`src/rtl/ocp_restart_ctl.sv`:
```
module ocp_restart_ctl #(
  parameter int LVL_W       = 12,
  parameter int SHUT_LVL    = 2000,
  parameter int RESUME_LVL  = 1000,
  parameter int CHARGE_STEP = 300,
  parameter int DECAY_SHIFT = 4,
  parameter int SS_W        = 8,
  parameter int SS_STEP     = 32
) (
  input  logic             clk,
  input  logic             rst_n,
  input  logic             supply_ok,
  input  logic             ilim_trip,
  input  logic             osc_tick,
  output logic             inhibit,
  output logic [SS_W-1:0]  ss_limit,
  output logic [1:0]       status,
  output logic [LVL_W-1:0] fault_level
);
  localparam logic [LVL_W:0]   LVL_TOP = {1'b0, {LVL_W{1'b1}}};
  localparam logic [LVL_W:0]   CHG     = (LVL_W+1)'(CHARGE_STEP);
  localparam logic [LVL_W-1:0] SHUT_L  = LVL_W'(SHUT_LVL);
  localparam logic [LVL_W-1:0] RES_L   = LVL_W'(RESUME_LVL);
  localparam logic [SS_W:0]    SS_INC  = (SS_W+1)'(SS_STEP);
  localparam logic [SS_W-1:0]  SS_TOP  = '1;

  typedef enum logic [1:0] {ST_OFF = 2'd0, ST_SOFT = 2'd1, ST_RUN = 2'd2, ST_FAULT = 2'd3} st_t;

  st_t              st;
  logic [LVL_W-1:0] level;
  logic             charge_on;
  logic [SS_W-1:0]  ss;

  wire [LVL_W:0]   lvl_sum     = {1'b0, level} + CHG;
  wire [LVL_W-1:0] lvl_charged = (lvl_sum > LVL_TOP) ? '1 : lvl_sum[LVL_W-1:0];
  wire [LVL_W-1:0] leak        = level >> DECAY_SHIFT;
  wire [LVL_W-1:0] lvl_decayed = (leak != '0) ? level - leak :
                                 (level != '0) ? level - 1'b1 : level;
  wire [SS_W:0]    ss_sum      = {1'b0, ss} + SS_INC;
  wire [SS_W-1:0]  ss_next     = ss_sum[SS_W] ? SS_TOP : ss_sum[SS_W-1:0];

  always_ff @(posedge clk or negedge rst_n) begin
    if (!rst_n) begin
      st <= ST_OFF; level <= '0; charge_on <= 1'b0; ss <= '0;
    end else if (!supply_ok) begin
      st <= ST_OFF; level <= '0; charge_on <= 1'b0; ss <= '0;
    end else begin
      case (st)
        ST_OFF: begin
          st <= ST_SOFT;
          ss <= '0;
        end
        ST_SOFT, ST_RUN: begin
          if (level >= SHUT_L) begin
            st        <= ST_FAULT;
            ss        <= '0;
            charge_on <= 1'b0;
          end else begin
            if (osc_tick) level <= charge_on ? lvl_charged : lvl_decayed;
            charge_on <= ilim_trip | (charge_on & ~osc_tick);
            if (st == ST_SOFT && osc_tick) begin
              ss <= ss_next;
              if (ss_next == SS_TOP) st <= ST_RUN;
            end
          end
        end
        default: begin
          charge_on <= 1'b0;
          if (level <= RES_L) begin
            st <= ST_SOFT;
            ss <= '0;
          end else if (osc_tick) begin
            level <= lvl_decayed;
          end
        end
      endcase
    end
  end

  assign inhibit     = !supply_ok || st == ST_OFF || st == ST_FAULT;
  assign ss_limit    = ss;
  assign status      = st;
  assign fault_level = level;
endmodule


```
`config.mk`:
```
export PLATFORM = sky130hd
export DESIGN_NAME = ocp_restart_ctl
export DESIGN_NICKNAME = d
export VERILOG_FILES = /design/src/rtl/ocp_restart_ctl.sv
export SDC_FILE = /design/constraint.sdc
export NUM_CORES = 1
export LEC_CHECK = 0
export BUFFER_PORTS_ARGS = -buffer_cell sky130_fd_sc_hd__buf_2
export CAP_MARGIN = 10
export CORE_UTILIZATION = 50
export DETAILED_ROUTE_END_ITERATION = 8
export PLACE_DENSITY = 0.74
export SLEW_MARGIN = 20
export SYNTH_ARGS = -nofsm -noshare
export SYNTH_HDL_FRONTEND = slang
export SYNTH_SLANG_ARGS = --single-unit
```
`constraint.sdc`:
```
create_clock -name clk -period 2.4 [get_ports clk]
set_input_delay 0.48 -clock clk [delete_from_list [all_inputs] [get_ports clk]]
set_output_delay 0.48 -clock clk [all_outputs]
set_load 0.01 [all_outputs]
```
Word level (Yosys, flattened, before mapping). Cells that the tools add are included.

Bits of input ports: 5. Output and inout port bits: 23. Register bits after elaboration: 23. Word-level logic and storage cells: 61.

Bitwise logic cells: 3. Muxes and demuxes: 25. Add/sub/neg operators: 4. Eq/ne operators: 11. Reductions and logical operators: 11. $lt $le $gt $ge: 3.

Operators with widths (number): 12-bit 2-to-1 mux (9); 8-bit 2-to-1 mux (5); 12-bit case mux with 2 select lines (1); 12-bit nonzero test (2); 8-bit case mux with 2 select lines (1); 12-bit by 9-bit adder with 13-bit output, second input constant (1); 13-bit by 12-bit > comparator with 1-bit output, second input constant (1); 12-bit by 11-bit >= comparator with 1-bit output, second input constant (1); 12-bit by 10-bit less-or-equal comparator with 1-bit output, second input constant (1); 12-bit by 1-bit subtractor with 12-bit output, second input constant (1); 12-bit by 8-bit subtractor with 12-bit output (1); 2-bit 2-to-1 mux (5); 8-bit by 6-bit adder with 9-bit output, second input constant (1); 8-bit equality test, second input constant (1); 4-bit inequality test, second input constant (2); 2-bit equality test, second input constant (2); 4-bit by 1-bit inequality test with 1-bit output, second input constant (1); 2-bit case mux with 2 select lines (1); 4-bit AND reduction (1); 3-bit by 2-bit inequality test with 1-bit output, second input constant (1); 3-bit inequality test, second input constant (1); 3-bit AND reduction (1); 2-bit by 1-bit equality test with 1-bit output, second input constant (1); 2-bit zero test (1); other kinds (12) (14).

Longest topological paths before layout.
Word-level depth: 8. Gate-level depth with buffers: 11. Gate-level depth less buffers: 11.

Worst setup path after synthesis. Ideal clock, no wire load.

Path kind: reg2reg. Start: register level[0], in the netlist fault_level[0]. End: register level[10], in the netlist fault_level[10]. Stages on the path, launching flop included: 12. Slack: -0.186 ns. Path buffers: 0. Required time: 2.271 ns. Data arrival time: 2.457 ns. Cell sequence: dfrtp_1 inv_1 ha_1 inv_1 fa_1 a211oi_1 o21ai_0 a2111oi_0 mux2i_1 a21oi_1 o31ai_1 o21ai_1.

Longest elaborated chain between the ends: 8. Elaborated cells between the ends (all ways): 20.

Ends and longest elaborated chain: from (decl) (line 30) `logic [LVL_W-1:0] level;`; from (signal assigned) (line 59) `if (osc_tick) level <= charge_on ? lvl_charged : lvl_decayed;`; from (signal assigned) (line 73) `level <= lvl_decayed;`; 12-bit by 9-bit adder with 13-bit output (tied with other cells) (line 34) `wire [LVL_W:0] lvl_sum = {1'b0, level} + CHG;`; 13-bit by 12-bit > comparator with 1-bit output / 12-bit 2-to-1 mux (equally long branches) (line 35, 38); 12-bit 2-to-1 mux (on tied branches) (line 35, 37); 12-bit 2-to-1 mux (2 in series) (line 59); 12-bit 2-to-1 mux (line 54) `if (level >= SHUT_L) begin`; 12-bit case mux with 2 select lines (line 48) `case (st)`; 12-bit 2-to-1 mux (line 45) `end else if (!supply_ok) begin`.

Parallel ways exist; a longest one is shown, timed or not. The select of a mux whose other input is x is not followed. A chain may end at the register's enable or synchronous reset.

Final worst setup path.
Start: register level[0], in the netlist fault_level[0]. End: register ss[7], in the netlist ss_limit[7].

Longest elaborated chain between the ends: 4. Elaborated cells between the ends (all ways): 8.

Ends and longest elaborated chain: 12-bit by 11-bit >= comparator with 1-bit output (line 54); 8-bit 2-to-1 mux (line 54); 8-bit case mux with 2 select lines (line 48); 8-bit 2-to-1 mux (line 45); to (signal assigned) (line 62) `ss <= ss_next;`; to (decl) (line 32) `logic [SS_W-1:0] ss;`.

Parallel ways exist; a longest one is shown, timed or not.

==> results.env <==
CLOCK_PATH_BUFFERS=2
FLOORPLAN.DIE_AREA_UM2=4690
RANKING_OF_SYNTHESIZED_CELLS_BY_AREA='dfrtp_1 26%, ha_1 10%, o21ai_0 4.8%, xnor2_1 4.4%, a21oi_1 4.3%'
SYNTH_NETS=295
TIMING.CRITICAL_PATH.FANOUT_MAX=6
PLACE.DETAILED.HPWL_MM=4.97
FIN_CRIT_SH_PCT=96.4
ASYNCSETRESETFLOPFRACSYNTH_PCT=100
NETLIST_AREA_UM2=2210
FIN_CRIT_NS=2.31
FINAL_NETS=362
TOTALWIRELENGTH_MM=6.48
POST-ROUTE-UTIL_PCT=68.1
RUN_STATUS='completed'
PATH_CELLS='buf_4 -> or4_1 -> a311o_1 -> nand2_1 -> o31ai_2 -> and2_1 -> a21o_1 -> a22o_1'
FLOORPLAN.INITIALDENSITY_PCT=53.7
FINAL_GP_CONGESTION=0.960
CLOCK_TREE.HTREE_LEVEL_COUNT=1
CLK_PIN_SLEW_WORST_PATHS_NS=0.10
SYNTH-SIMPLE-AREA-SHARE_PCT=22.4
DIE_HEIGHT_UM=68.5
SYNTH_FA_HA_AREA_SHARE_PCT=11.1
WORSTMARGINPINSLEW_NS=0.601
POST_SYNTH_EDFFS=0
DPL-INSTANCE-AREA_UM2=2650
FLOORPLAN.ROWS=23
HOLD_CLASS='input pin to async pin'
CRITPATHSLOWESTCELL='or4_1'
FINISH.CELL_COUNT_WITHOUT_FILLERS=387
SYNTH_AREA_LEADER_CELL='dfrtp_1'
GRT-OVFL-TOTAL=0
COUNT_OF_INPUT_AND_OUTPUT_BUFFERS=27
CTS_ROOT_BUF='clkbuf_8'
WORST_SETUP_PATH_START_KIND='register'
YOSYS-MUX-AREA-FRACTION_PCT=0.905
DIE_X_UM=68.5
LAYOUT_COMMON_CELLS='45 x buf_4, 27 x buf_2, 24 x nor2_1'
TIMING_WORST_SETUP_PATH_TYPE='register to register'
LEAKAGE_nW=1.31
FINAL.FILL_COUNT=346
COMMONEST_NON_FILL_NON_TAP_CELL_IN_THE_LAYOUT='buf_4'
TIMING.FMAX_MHz=432
POST-ROUTE-CELL-AREA_UM2=2800
DIODES=0
POWER_DENSITY_nW_PER_UM2=837
WORSTPATHARRIVAL_NS=2.48
CP_DATA_REQUIRED_TIME_NS=2.56
DRV_SLEW=0
SYNTH-SEQ-CELLS=23
POSTSYNTH.TOPFLOPCELL='dfrtp_1'
CTS_HOLD_REPAIR.BUFFERS=0
SYNTH_SEQ_AREA_SHARE_PCT=26.0
AVGROUTEDWIREPERCELL_UM=16.8
FINAL_HOLD_VIOL_COUNT=0
GRT_PASS1_VIAS=2026
GRT_FIRST_PASS_WIRELENGTH_MM=10.1
NUMBER_OF_ANTENNA_VIOLATIONS_AT_THE_FIRST_CHECK_IN_GLOBAL_ROUTING=0
TOTAL_POWER_mW=2.34
MULTIINPUTGATEAREA_UM2=1550
NUMCLOCKSINKS=23
WORST_CLOCK_SKEW_NS=0.0127
TIMING.CRITICAL_PATH.MAX_DELAY_FAMILY='simple AND/OR/NAND/NOR gates'
POST_DETAILED_ROUTE_COUNT_OF_ANTENNA_VIOLATING_NETS=0
NUM_IO_PINS=28
DRIVE_ABOVE_1_SHARE_PCT=31.8
CRITPATHCAPTURETYPE='register'
CLOCK_LATENCY_AT_THE_LATER_PIN_OF_THE_WORST_SKEW_PAIR_NS=0.28
YOSYS_WARNINGS=0
NETLIST_INSTANCES=271
SEQ_AREA_UM2=579
FINAL_SETUP_VIOLATION_COUNT=0
TIMING.MAX_SLEW.REL_SLACK_PCT=59.8
CORE_AREA_UM2=4120
GROUTE.USAGE.OVERALL_PCT=29.8
DRT_ITER0_DRC=186
POST-ROUTE-WORST-SETUP-SLACK_NS=0.0873
TRITONCTS.NUM_BUFFERS=3
DRV.MAX_CAP_VIOLATION_COUNT=0
CLOCK_TREE_FROM_TRITONCTS='built'
PLACEDCELLCOUNT=381
CPPEAKSTAGEDELAY_NS=0.57
ROUTE.VIAS.TOTAL=2320
GRT_MAX_DEGREE=24
SYN2LAYOUT_AREA_GROWTH_PCT=26.7
FIRST_PASS_ITERS=5
POST-SYNTH-TOP-AREA-FRACTION_PCT=26.0
CP.BUFFERS_INVERTERS=1
TNS_NS=0
DRT_DRC_VIOLATIONS_LEFT=0
SYNTH_XOR_AREA_SHARE_PCT=4.75
LARGEST_FAMILY_OF_LOGIC_CELLS_BY_SYNTHESIZED_AREA='compound AO/OA/AOI/OAI gates'
PRE_CTS_SLACK_NS=-0.0408
IR_WORST_VDD_V=0.000447
SYNTH-COMPOUND-AREA-SHARE_PCT=26.9
SYN-MEAN-INSTANCE-AREA_UM2=8.16
HOLD_SLACK_NS=0.177
SYNTHDISTINCTLIBCELLS=64
ROUTED_VIA_DENSITY=5.99
kinds of logic after synthesis:
family	Yosys count
flip-flops	23
buffers and inverters	33
AND/OR/NAND/NOR	96
multiplexers	2
adder cells (fa/ha/maj)	19
XOR/XNOR	12
AO/OA/AOI/OAI	86
path summary, 6_finish.rpt:
check,start,depth (start not counted),end,slack [ns]
max,fault_level[0]$_DFFE_PN0P_,8,ss_limit[7]$_DFFE_PN0P_,0.09
max reg2reg,fault_level[0]$_DFFE_PN0P_,8,ss_limit[7]$_DFFE_PN0P_,0.09
min reg2reg,ss_limit[1]$_DFFE_PN0P_,2,ss_limit[1]$_DFFE_PN0P_,0.53
min,rst_n,1,fault_level[9]$_DFFE_PN0P_,0.18
max in group asynchronous,rst_n,1,fault_level[0]$_DFFE_PN0P_,1.80
min in group clk,ss_limit[1]$_DFFE_PN0P_,2,ss_limit[1]$_DFFE_PN0P_,0.53
final cells by class:
class | count | share of cell area [%]
Multi-Input combinational cell | 215 | 55.5
Timing Repair Buffer | 72 | 16.9
Sequential cell | 23 | 20.7
Clock buffer | 3 | 1.47
Inverter | 23 | 3.08
Tap cell | 50 | 2.23
Clock inverter | 1 | 0.179
worst reg2reg max path, cell delays in order (launching register included):
cell and delay [ns]:
dfrtp_2 0.41, buf_4 0.16, or4_1 0.58, a311o_1 0.29, nand2_1 0.10, o31ai_2 0.09, and2_1 0.19, a21o_1 0.16
a22o_1 0.22
state kept, by name, summed over array words and instances, names as in the netlist:
| register | flops |
|---|---|
| ss_limit | 8 |
| fault_level | 12 |
| charge_on | 1 |
| status | 2 |
cells in the mapped netlist, types with 5 or more instances:
library cell,n
nand3_1,13
xnor2_1,11
dfrtp_1,23
nor2_1,25
inv_1,21
a21oi_1,19
a22o_1,5
nand2_1,19
o21ai_0,21
ha_1,18
nor3_1,5
metal layers:
| layer | up-vias | wire [µm] | track usage (%) |
|---|---|---|---|
| met4 | 0 | 91 | 11.2 |
| li1 | 1120 | - | - |
| met5 | - | 0 | 0 |
| met3 | 12 | 517 | 5.10 |
| met1 | 1078 | 2990 | 41.9 |
| met2 | 110 | 2880 | 45.1 |
power by group:
group | internal, mW | leakage, nW | switching [mW]
combinational | 0.757 | 0.972 | 0.842
clock | 0.117 | 0.0255 | 0.144
sequential | 0.432 | 0.313 | 0.0521
repair_timing:
item                                    CTS  global route
buffers inserted                          1             1
pin swaps                                 6             6
endpoints found under the setup margin    2            13
gates resized for setup                   7            17
Power figures use the tool's default switching activity.
